===== src/rtl/nibble_seq_pkg.sv =====
package nibble_seq_pkg;

    typedef enum logic [2:0] {
        PH_IDLE,
        PH_ROW,
        PH_FETCH,
        PH_NIB,
        PH_WB
    } phase_t;

    typedef struct packed {
        phase_t phase;
        logic   cas_q;
        logic   ras_q;
        logic   dirty;
        logic   pend_wr;
        logic   pend_din;
        logic   wr_strobe;
    } ctl_t;

endpackage


===== src/rtl/nibble_ring.sv =====
module nibble_ring #(
    parameter int LANES = 4,
    parameter int IDX_W = $clog2(LANES)
) (
    input  logic             clk,
    input  logic             rst_n,
    input  logic             load,
    input  logic [IDX_W-1:0] start,
    input  logic             advance,
    output logic [LANES-1:0] sel_nxt,
    output logic [LANES-1:0] sel
);

    logic [LANES-1:0] sel_d, sel_q;

    always_comb begin
        sel_d = sel_q;
        if (load) begin
            sel_d = LANES'(1) << start;
        end else if (advance) begin
            sel_d = {sel_q[LANES-2:0], sel_q[LANES-1]};
        end
    end

    always_ff @(posedge clk or negedge rst_n) begin
        if (!rst_n) sel_q <= LANES'(1);
        else        sel_q <= sel_d;
    end

    assign sel_nxt = sel_d;
    assign sel     = sel_q;

    // loading selects exactly the addressed starting lane
    assert_ring_load_R3: assert property (@(posedge clk) disable iff (!rst_n)
        load |=> sel_q == (LANES'(1) << $past(start)));

    // a step keeps one lane selected and moves it
    assert_ring_step_R4: assert property (@(posedge clk) disable iff (!rst_n)
        (advance && !load) |=> ($countones(sel_q) == 1 && sel_q != $past(sel_q)));

endmodule


===== src/rtl/nibble_lanes.sv =====
module nibble_lanes #(
    parameter int LANES = 4
) (
    input  logic             clk,
    input  logic             rst_n,
    input  logic             load,
    input  logic [LANES-1:0] load_data,
    input  logic             wr_en,
    input  logic [LANES-1:0] wr_sel,
    input  logic             wr_bit,
    input  logic [LANES-1:0] rd_sel,
    output logic [LANES-1:0] lanes,
    output logic             rd_bit
);

    logic [LANES-1:0] lanes_d, lanes_q;

    for (genvar i = 0; i < LANES; i++) begin : g_lane
        always_comb begin
            lanes_d[i] = lanes_q[i];
            if (wr_en && wr_sel[i]) lanes_d[i] = wr_bit;
            else if (load)          lanes_d[i] = load_data[i];
        end
    end

    always_ff @(posedge clk or negedge rst_n) begin
        if (!rst_n) lanes_q <= '0;
        else        lanes_q <= lanes_d;
    end

    assign lanes  = lanes_q;
    assign rd_bit = |(lanes_q & rd_sel);

    // the written lane holds the written bit on the next cycle
    assert_lane_write_R6: assert property (@(posedge clk) disable iff (!rst_n)
        wr_en |=> (lanes_q & $past(wr_sel)) == ($past(wr_bit) ? $past(wr_sel) : '0));

endmodule


===== src/rtl/nibble_seq.sv =====
module nibble_seq
    import nibble_seq_pkg::*;
#(
    parameter int ADDR_W  = 8,
    parameter int LANES   = 4,
    localparam int IDX_W   = $clog2(LANES),
    localparam int CORE_AW = 2 * ADDR_W - IDX_W
) (
    input  logic               clk,
    input  logic               rst_n,
    input  logic               ras_n,
    input  logic               cas_n,
    input  logic               we_n,
    input  logic [ADDR_W-1:0]  addr,
    input  logic               din,
    output logic               dout,
    output logic               dout_en,
    output logic [CORE_AW-1:0] core_addr,
    output logic               core_rd,
    input  logic [LANES-1:0]   core_rdata,
    output logic               core_we,
    output logic [LANES-1:0]   core_wdata
);

    ctl_t              c_d, c_q;
    logic [ADDR_W-1:0] row_d, row_q, col_d, col_q;
    logic              ring_load, ring_adv;
    logic              buf_load, buf_wr, wr_bit;
    logic              cas_fall, ras_fall;
    logic [LANES-1:0]  sel_nxt, sel;

    assign cas_fall = c_q.cas_q & ~cas_n;
    assign ras_fall = c_q.ras_q & ~ras_n;

    always_comb begin
        c_d       = c_q;
        row_d     = row_q;
        col_d     = col_q;
        ring_load = 1'b0;
        ring_adv  = 1'b0;
        buf_load  = 1'b0;
        buf_wr    = 1'b0;
        wr_bit    = din;
        c_d.cas_q = cas_n;
        c_d.ras_q = ras_n;
        unique case (c_q.phase)
            PH_IDLE: begin
                if (ras_fall) begin
                    row_d      = addr;
                    c_d.dirty  = 1'b0;
                    c_d.phase  = PH_ROW;
                end
            end
            PH_ROW: begin
                if (ras_n) begin
                    c_d.phase = PH_IDLE;
                end else if (cas_fall) begin
                    col_d         = addr;
                    ring_load     = 1'b1;
                    c_d.pend_wr   = ~we_n;
                    c_d.pend_din  = din;
                    c_d.wr_strobe = ~we_n;
                    c_d.phase     = PH_FETCH;
                end
            end
            PH_FETCH: begin
                buf_load  = 1'b1;
                buf_wr    = c_q.pend_wr;
                wr_bit    = c_q.pend_din;
                c_d.dirty = c_q.pend_wr;
                if (ras_n) c_d.phase = c_q.pend_wr ? PH_WB : PH_IDLE;
                else       c_d.phase = PH_NIB;
            end
            PH_NIB: begin
                if (ras_n) begin
                    c_d.phase = c_q.dirty ? PH_WB : PH_IDLE;
                end else if (cas_fall) begin
                    ring_adv      = 1'b1;
                    c_d.wr_strobe = ~we_n;
                    if (!we_n) begin
                        buf_wr    = 1'b1;
                        c_d.dirty = 1'b1;
                    end
                end
            end
            PH_WB: begin
                c_d.phase = PH_IDLE;
            end
            default: c_d.phase = PH_IDLE;
        endcase
    end

    always_ff @(posedge clk or negedge rst_n) begin
        if (!rst_n) begin
            c_q   <= '{phase: PH_IDLE, cas_q: 1'b1, ras_q: 1'b1, dirty: 1'b0,
                       pend_wr: 1'b0, pend_din: 1'b0, wr_strobe: 1'b0};
            row_q <= '0;
            col_q <= '0;
        end else begin
            c_q   <= c_d;
            row_q <= row_d;
            col_q <= col_d;
        end
    end

    nibble_ring #(.LANES(LANES), .IDX_W(IDX_W)) u_ring (
        .clk     (clk),
        .rst_n   (rst_n),
        .load    (ring_load),
        .start   (addr[IDX_W-1:0]),
        .advance (ring_adv),
        .sel_nxt (sel_nxt),
        .sel     (sel)
    );

    nibble_lanes #(.LANES(LANES)) u_lanes (
        .clk       (clk),
        .rst_n     (rst_n),
        .load      (buf_load),
        .load_data (core_rdata),
        .wr_en     (buf_wr),
        .wr_sel    (sel_nxt),
        .wr_bit    (wr_bit),
        .rd_sel    (sel),
        .lanes     (core_wdata),
        .rd_bit    (dout)
    );

    assign core_addr = {row_q, col_q[ADDR_W-1:IDX_W]};
    assign core_rd   = (c_q.phase == PH_FETCH);
    assign core_we   = (c_q.phase == PH_WB);
    assign dout_en   = (c_q.phase == PH_NIB) & ~c_q.cas_q & ~c_q.wr_strobe;

    // a core read follows an edge that saw both strobes low
    assert_rd_after_strobes_R2: assert property (@(posedge clk) disable iff (!rst_n)
        core_rd |-> ($past(!cas_n) && $past(!ras_n)));

    // the core read lasts one cycle
    assert_rd_single_R2: assert property (@(posedge clk) disable iff (!rst_n)
        core_rd |=> !core_rd);

    // valid data only while the column strobe was sampled low
    assert_dout_needs_cas_R5: assert property (@(posedge clk) disable iff (!rst_n)
        dout_en |-> $past(!cas_n));

    // write-back only after the row strobe was sampled high
    assert_wb_after_ras_R7: assert property (@(posedge clk) disable iff (!rst_n)
        core_we |-> $past(ras_n));

    // write-back is a single pulse and never overlaps a read
    assert_wb_single_R7: assert property (@(posedge clk) disable iff (!rst_n)
        core_we |=> (!core_we && !core_rd));

endmodule


===== config.mk =====
export PLATFORM = sky130hd
export DESIGN_NAME = nibble_seq
export DESIGN_NICKNAME = d
export VERILOG_FILES = /design/src/rtl/nibble_seq_pkg.sv /design/src/rtl/nibble_ring.sv /design/src/rtl/nibble_lanes.sv /design/src/rtl/nibble_seq.sv
export SDC_FILE = /design/constraint.sdc
export NUM_CORES = 1
export LEC_CHECK = 0
export BUFFER_PORTS_ARGS = -buffer_cell sky130_fd_sc_hd__buf_2
export CORE_UTILIZATION = 45
export DETAILED_ROUTE_END_ITERATION = 8
export GPL_TIMING_DRIVEN = 0
export PLACE_DENSITY_LB_ADDON = 0.3
export SKIP_CTS_REPAIR_TIMING = 1
export SYNTH_ARGS = -nofsm -noshare
export SYNTH_HDL_FRONTEND = slang
export SYNTH_SLANG_ARGS = --single-unit

===== constraint.sdc =====
create_clock -name clk -period 3.6 [get_ports clk]
set_input_delay 0.9 -clock clk [delete_from_list [all_inputs] [get_ports clk]]
set_output_delay 0.9 -clock clk [all_outputs]
set_load 0.01 [all_outputs]

* After elaboration in Yosys (flattened, before gate mapping) *
Index checks and enable logic that the tools add are counted.

cells by class
  multiplexer cells = 38
  shift operators = 1
  reduce and logical (&&, ||, !) cells = 17
  eq/ne operators = 12
  bitwise gates (word level) = 10

operator list
  operator                                                               count
  1-bit two-way mux                                                      25
  3-bit two-way mux                                                      7
  2-bit != test, second input constant                                   7
  3-bit one-hot mux with 4 select lines                                  1
  5-bit AND reduction                                                    2
  2-bit nonzero test                                                     5
  4-bit two-way mux                                                      2
  3-bit by 2-bit equality test with 1-bit output, second input constant  2
  3-bit AND reduction                                                    2
  1-bit NOT                                                              5
  1-bit AND                                                              4
  4-bit AND                                                              1
  1-bit logical AND                                                      4
  1-bit one-hot mux with 2 select lines                                  2
  4-bit OR reduction                                                     1
  1-bit by 2-bit << shifter with 4-bit output, first input constant      1
  3-bit by 1-bit equality test with 1-bit output, second input constant  1
  3-bit equality test, second input constant                             1
  3-bit zero test                                                        1
  3-bit != test, second input constant                                   1
  1-bit one-hot mux with 3 select lines                                  1
  3-bit nonzero test                                                     1
  2-bit AND reduction                                                    1

word-level totals
  word-level logic and storage cells = 92
  bits of input ports = 18
  register bits after elaboration = 33
  output and inout port bits = 22

* Depth between registers and ports, before layout *
Gate-level depths: netlist of the first run.

  depth after elaboration = 9
  mapped depth = 7
  mapped depth without buffers = 4

* Modules after synthesis *
A second synthesis of the first run with hierarchy kept.

unflattened totals
  cells, all modules = 109
  area total of the unflattened synthesis = 1418.9 um^2

by module, submodules not included
  module        seq. area each (um^2)  instances  area an instance (um^2)  cells each
  nibble_seq    578.1                  1          994.7                    74
  nibble_lanes  100.1                  1          239.0                    19
  nibble_ring   101.3                  1          185.2                    16

* Least setup slack after synthesis of the first run *
No wires, ideal clock.

  path kind = reg-to-output
  from = register c_q[7] (netlist name)
  to = output port dout_en
  buffers on the path = 1
  arrival = 1.214 ns
  cell stages (with the launch flop) = 4
  setup slack = 1.486 ns
  required time = 2.700 ns
  path through = dfrtp_1 > clkbuf_1 > nand2b_1 > nor4b_1

between the ends
  word-level cells in the longest chain between the ends = 3

RTL lines
  what                                            RTL line           source
  from (decl)                                     nibble_seq.sv:25   ctl_t c_d, c_q;
  from (signal assigned)                          nibble_seq.sv:95   c_q <= '{phase: PH_IDLE, cas_q: 1'b1, ras_q: 1'b1, dirty: 1'b0,
  3-bit by 2-bit equality test with 1-bit output  nibble_seq.sv:132  assign dout_en = (c_q.phase == PH_NIB) & ~c_q.cas_q & ~c_q.wr_strobe;
  1-bit AND (2 in series)                         nibble_seq.sv:132
  to (decl)                                       nibble_seq.sv:17   output logic dout_en,

No other way between the ends.

* Worst setup path in the final report of the first run *
Ends and elaborated chain as after synthesis.

==> results of run 1 <==
## cells in the mapped netlist
library cell / instances / share of area
a211oi_2: 4 / 0.035
a21oi_1: 9 / 0.032
a22oi_1: 4 / 0.021
a32oi_1: 2 / 0.012
a32oi_2: 1 / 0.011
and2_4: 1 / 0.0062
and3b_1: 1 / 0.0062
buf_2: 1 / 0.0035
buf_6: 3 / 0.024
clkbuf_1: 1 / 0.0026
dfrtp_1: 28 / 0.49
dfstp_2: 3 / 0.056
inv_1: 1 / 0.0026
mux2_2: 14 / 0.11
mux2i_1: 10 / 0.071
nand2_1: 5 / 0.013
nand2_2: 1 / 0.0044
nand2b_1: 1 / 0.0044
nand3b_1: 1 / 0.0053
nor2_1: 6 / 0.016
nor2b_1: 1 / 0.0044
nor3_1: 2 / 0.0071
nor3b_1: 3 / 0.016
nor4b_1: 1 / 0.0062
o21a_1: 2 / 0.011
o21ai_0: 3 / 0.011
o31ai_1: 1 / 0.0053
or4b_2: 1 / 0.0071
## final cells by class
type	count	share of cell area
Clock buffer	6	0.0240
Buffer	5	0.0248
Sequential cell	31	0.454
Timing Repair Buffer	39	0.114
Inverter	1	0.00218
Tap cell	42	0.0306
Multi-Input combinational cell	74	0.344
Clock inverter	2	0.00728
## layer usage
layer | routed length [um] | global-route usage | part of all wire
met1 | 1220 | 0.229 | 0.43
met2 | 1440 | 0.322 | 0.51
met3 | 133 | 0.0737 | 0.047
met4 | 39 | 0.0510 | 0.014
met5 | 0 | 0 | 0
## worst min path at each step
stage,slack (ns),start,end,cells after the start
floorplan,0.45,c_q[0]$_DFFE_PN0P_,c_q[0]$_DFFE_PN0P_,2
global placement,0.46,row_q[0]$_DFFE_PN0P_,row_q[0]$_DFFE_PN0P_,2
detailed placement,0.49,c_q[0]$_DFFE_PN0P_,c_q[0]$_DFFE_PN0P_,2
CTS,0.51,c_q[0]$_DFFE_PN0P_,c_q[0]$_DFFE_PN0P_,2
global route,0.53,row_q[1]$_DFFE_PN0P_,row_q[1]$_DFFE_PN0P_,1
finish,0.50,c_q[0]$_DFFE_PN0P_,c_q[0]$_DFFE_PN0P_,2
## power by group
group	total (mW)	switching (mW)	internal, mW	leakage (nW)
clock	0.196	0.120	0.0752	0.0282
combinational	0.257	0.131	0.126	0.374
sequential	0.494	0.0569	0.437	0.374
total	0.947	0.308	0.639	0.776
## metrics by stage
stage	instance area (sq um)	hold slack [ns]	setup WS, ns	util	power (mW)
after global placement	1660	0.464	1.27	0.579	0.748
after floorplan	1420	0.449	1.49	-	0.644
final	1720	0.503	1.00	0.597	0.947
after CTS	1720	0.508	1.03	0.597	0.955
after global routing	1720	0.531	0.813	0.597	1.01
after detailed placement	1660	0.485	1.25	0.579	0.762
## flip-flops by register name, indices dropped and copies added (netlist names)
name and count:
u_lanes.lanes 4, c_q 9, row_q 8, u_ring.sel 4, col_q 6
## logic make-up (layout without fill, tap and decap cells)
| family | after synthesis | count (layout) | share of synthesized area |
|---|---|---|---|
| multiplexers | 24 | 24 | 0.182 |
| flip-flops | 31 | 31 | 0.550 |
| AND/OR/NAND/NOR | 24 | 24 | 0.0963 |
| AO/OA/AOI/OAI | 26 | 26 | 0.139 |
| buffers and inverters | 6 | 53 | 0.0327 |
## critical path, stage by stage (launching register included)
cell	delay [ns]
dfrtp_1	0.39
clkbuf_1	0.35
nand2b_1	0.18
nor4b_1	0.26
buf_2	0.18
==> metrics, run 1 <==
Clock Path Buffers=2; Initial DRC Count=40; IO Pins=40; CP startpoint kind=register; vias in the first global route=1043; Required @ worst endpoint=2.70 ns; Congestion Overflow GR=0; Reg2Reg Setup Slack=1.85 ns; CTS Sinks=31; drt via density=5.41; critical path start-end classification=reg2out; DR pass1 iterations=4; Final period util=0.721; Initial Util=0.492; Hold Fails Final Rpt=0; leading cell type in the layout, fill and taps excluded=buf_2; DR WL/cell=14.2 um; Fin Clk Skew=0.00746 ns; status=complete, no violations; R2R depth=4; Die Y=58.1 um; largest net degree at the start of global routing=32; # rows=19; n_diodes=0; Fill cells=250; Max FO, Critical Path=10; Net Count, Synth=129; Num CTS Buffers=5; CTS clk-pin slew, worst paths=0.10 ns; HP Class=reg2reg; Max Cap Viol=0; area occupied by multi-input gates=591 sq um; Crit. End Element=output port; Seq/Total Area, Yosys=0.550; CTS tree=done; final setup fails=0; Core ar.=2880 sq um; WL final=2.83 mm; Worst EP arrival=1.70 ns; relative slew slack=0.546; Final nets=175; maximum operating frequency=0.385 GHz; antenna violations before repair=0; commonest cells after routing, fill and taps aside=buf_2 (40), dfrtp_1 (28), mux2_2 (14), mux2i_1 (10), a21oi_1 (9); Mapped Cells=111; Worst R2R End=u_lanes.lanes[1]$_DFFE_PN0P_; dpl hpwl=2.13 mm; Area Growth Syn to Fin=21.3%; total number of yosys warnings=0; Unique masters post-synth=28; Worst Tran Pin Value=0.682 ns; root buf cell=clkbuf_4; Lkg Pwr=0.776 nW; Port Buffers=39; max-slew violations=0; Sequential cell area=779 sq um; fraction of layout cells with a size suffix above 1=0.475; detailed-route via count=1081; crit path capture=dout_en; #FFs+latches synth=31; r2r startpoint=c_q[8]$_DFFE_PN0P_; Post-Syn Area=1420 sq um; setup TNS=0 ns; Post-Layout Cell Count=200; Tmin final=2.60 ns; final RePlAce weighted congestion=0.736; Total GRT Usage=0.191; RSZ-0062 raised after global routing=no; crit path launch=c_q[7]$_DFFE_PN0P_; global-route wire length before repair=4.71 mm; Pwr per Cell Area=551 nW/um^2; Die Span X=58.1 um; Avg Cell Area, Syn=12.8 sq um; # DRC=0; ANT nets after route=0; Placed Instances=192; latest clock arrival within the worst-skew pair=0.33 ns; Peak VDD IR=392 uV; H-tree depth=2; total die area=3380 sq um
Note: power is estimated with default switching activity, not from simulation.
==> run 2: changes to the inputs <==
- clock period: 3.6 -> 2.38 ns (I/O delays scaled with it)
==> run 2 against run 1 <==
Against the previous run:
- wire length rose by 0.46%
- worst hold slack got worse by 0.21 ns
- utilization barely moved
- count of clock-buffer cells in the layout did not move
- cell area barely moved
- critical path type unchanged
- critical endpoint unchanged
- largest power group unchanged
==> metrics, run 2 (synthesized netlist as in run 1, its figures left out) <==
RSZ-0062 raised after global routing=no; Fin Clk Skew=0.00743 ns (-0.0000287 ns); Max Cap Viol=0 (unchanged); Hold Fails Final Rpt=0 (unchanged); drt via density=5.44 (+0.65%); # DRC=0 (unchanged); max-slew violations=0 (unchanged); Worst Tran Pin Value=0.683 ns (+0.00119 ns); routing usage on met3=0.0737 (unchanged); critical path start-end classification=reg2out; CP startpoint kind=register; Crit. End Element=output port; Post-Layout Cell Count=200 (unchanged); Flop pwr share=0.522 (about the same); n_diodes=0 (unchanged); max reg flops=9 (unchanged); R2R depth=4 (unchanged); # rows=19 (unchanged); fraction of layout cells with a size suffix above 1=0.481 (+0.00633); CP Cell Sequence=clkbuf_2 > nand2b_1 > nor4b_1 > buf_2; HP Class=in2async; largest stage delay on the critical path=0.39 ns (about the same); latest clock arrival within the worst-skew pair=0.33 ns (about the same); commonest cells after routing, fill and taps aside=buf_2 (40), dfrtp_1 (28), mux2_2 (14), mux2i_1 (10), a21oi_1 (9); gr busiest metal=met2; final hold slack=0.288 ns (-0.214 ns); GR Util met1=0.229 (unchanged); Required @ worst endpoint=1.78 ns (-0.92 ns); detailed-route via count=1088 (+0.65%); Peak VDD IR=593 uV (+51%); H-tree depth=2 (unchanged); Placed Instances=192 (unchanged); IO Pins=40 (unchanged); Initial DRC Count=36 (-10%); crit path capture=dout_en; overall power=1.43 mW (+51%); global-route wire length before repair=4.71 mm (unchanged); CTS Sinks=31 (unchanged); Die Y=58.1 um (unchanged); Power Internal=966 uW (+51%); Lkg Pwr=0.779 nW (+0.44%); largest net degree at the start of global routing=32 (unchanged); Final period util=0.891; GRT met2 Usage=0.322 (unchanged); crit path launch=c_q[7]$_DFFE_PN0P_; sw frac=0.326 (about the same); leading cell type in the layout, fill and taps excluded=buf_2; Port Buffers=39 (unchanged); Num CTS Buffers=5 (unchanged); Reg2Reg Setup Slack=0.66 ns (-1.19 ns); r2r startpoint=c_q[8]$_DFFE_PN0P_; largest reg by FF count=c_q; maximum operating frequency=0.471 GHz; Clk pwr share=0.207 (about the same); final setup fails=0 (unchanged); DR WL/cell=14.2 um (+0.46%); Die Span X=58.1 um (unchanged); final RePlAce weighted congestion=0.736 (unchanged); DR pass1 iterations=4 (unchanged); status=complete, no violations; Tmin final=2.12 ns; Pwr per Cell Area=833 nW/um^2 (+51%); CTS tree=done; Congestion Overflow GR=0 (unchanged); setup TNS=0 ns (unchanged); WL final=2.85 mm (+0.46%); total die area=3380 sq um (unchanged); vias in the first global route=1043 (unchanged); Worst EP arrival=1.53 ns (-0.17 ns); Max FO, Critical Path=10 (unchanged); root buf cell=clkbuf_4; dpl hpwl=2.13 mm (unchanged); Total GRT Usage=0.191 (unchanged); Slowest-stage cell, CP=dfrtp_1; Area Growth Syn to Fin=21.4% (about the same); Core ar.=2880 sq um (unchanged); Initial Util=0.492 (unchanged); ANT nets after route=0 (unchanged); largest registers=c_q (9), row_q (8), col_q (6); Fill cells=249 (-0.40%); Clock Path Buffers=2 (unchanged); Sw Pwr=466 uW (+51%); relative slew slack=0.545 (-0.000794); CTS clk-pin slew, worst paths=0.10 ns (about the same); Combinational Power Share=0.272 (about the same); antenna violations before repair=0 (unchanged); Final nets=175 (unchanged); Worst R2R End=u_lanes.lanes[2]$_DFFE_PN0P_
run 2: cell counts in the layout (fill, tap and decap cells not counted):
Identical to the previous run, type by type.
run 2: worst min path at each step:
stage,startpoint,endpoint,cells past startpoint
after CTS,rst_n,row_q[3]$_DFFE_PN0P_,1
after global routing,rst_n,col_q[7]$_DFFE_PN0N_,1
after floorplan,rst_n,c_q[0]$_DFFE_PN0P_,0
after global placement,row_q[0]$_DFFE_PN0P_,row_q[0]$_DFFE_PN0P_,2
after detailed placement,c_q[0]$_DFFE_PN0P_,c_q[0]$_DFFE_PN0P_,2
final,rst_n,col_q[7]$_DFFE_PN0N_,1
run 2: metrics by stage:
stage / setup WS, ns / utilization / cell area [sq um]
finish: 0.259 / 0.598 / 1720
global route: 0.0921 / 0.598 / 1720
CTS: 0.114 / 0.597 / 1720
detailed placement: 0.333 / 0.579 / 1660
global placement: 0.356 / 0.579 / 1660
floorplan: 0.571 / - / 1420
run 2: layer usage:
layer | wire length [um] | share of wire
met4 | 34 | 0.012
met2 | 1460 | 0.51
met1 | 1190 | 0.42
met3 | 169 | 0.059
met5 | 0 | 0
run 2: area by class of cell:
cell class,instances,area (sq um),area share
flip-flops and latches,31,779,0.453
plain buffers,5,43.8,0.0255
well taps,42,52.6,0.0306
clock inverters,2,12.5,0.00728
multi-input cells,74,591,0.344
inverters,1,3.75,0.00218
repair buffers,39,195,0.114
clock buffers,6,41.3,0.0240
run 2: power by group through the flow:
| stage | logic (mW) | clock network, mW | registers, mW |
|---|---|---|---|
| 2_1_floorplan | 0.188 | 0 | 0.786 |
| 3_3_place_gp | 0.385 | 0 | 0.746 |
| 3_5_place_dp | 0.395 | 0 | 0.758 |
| 4_1_cts | 0.396 | 0.301 | 0.747 |
| 5_1_grt | 0.432 | 0.331 | 0.762 |
| 6_report | 0.389 | 0.296 | 0.747 |
run 2: worst max-delay path: cells and delay by family (launching register included):
family | cells | cell delay, ns
buffers and inverters | 2 | 0.41
DFF | 1 | 0.39
and+or+nand+nor | 2 | 0.39
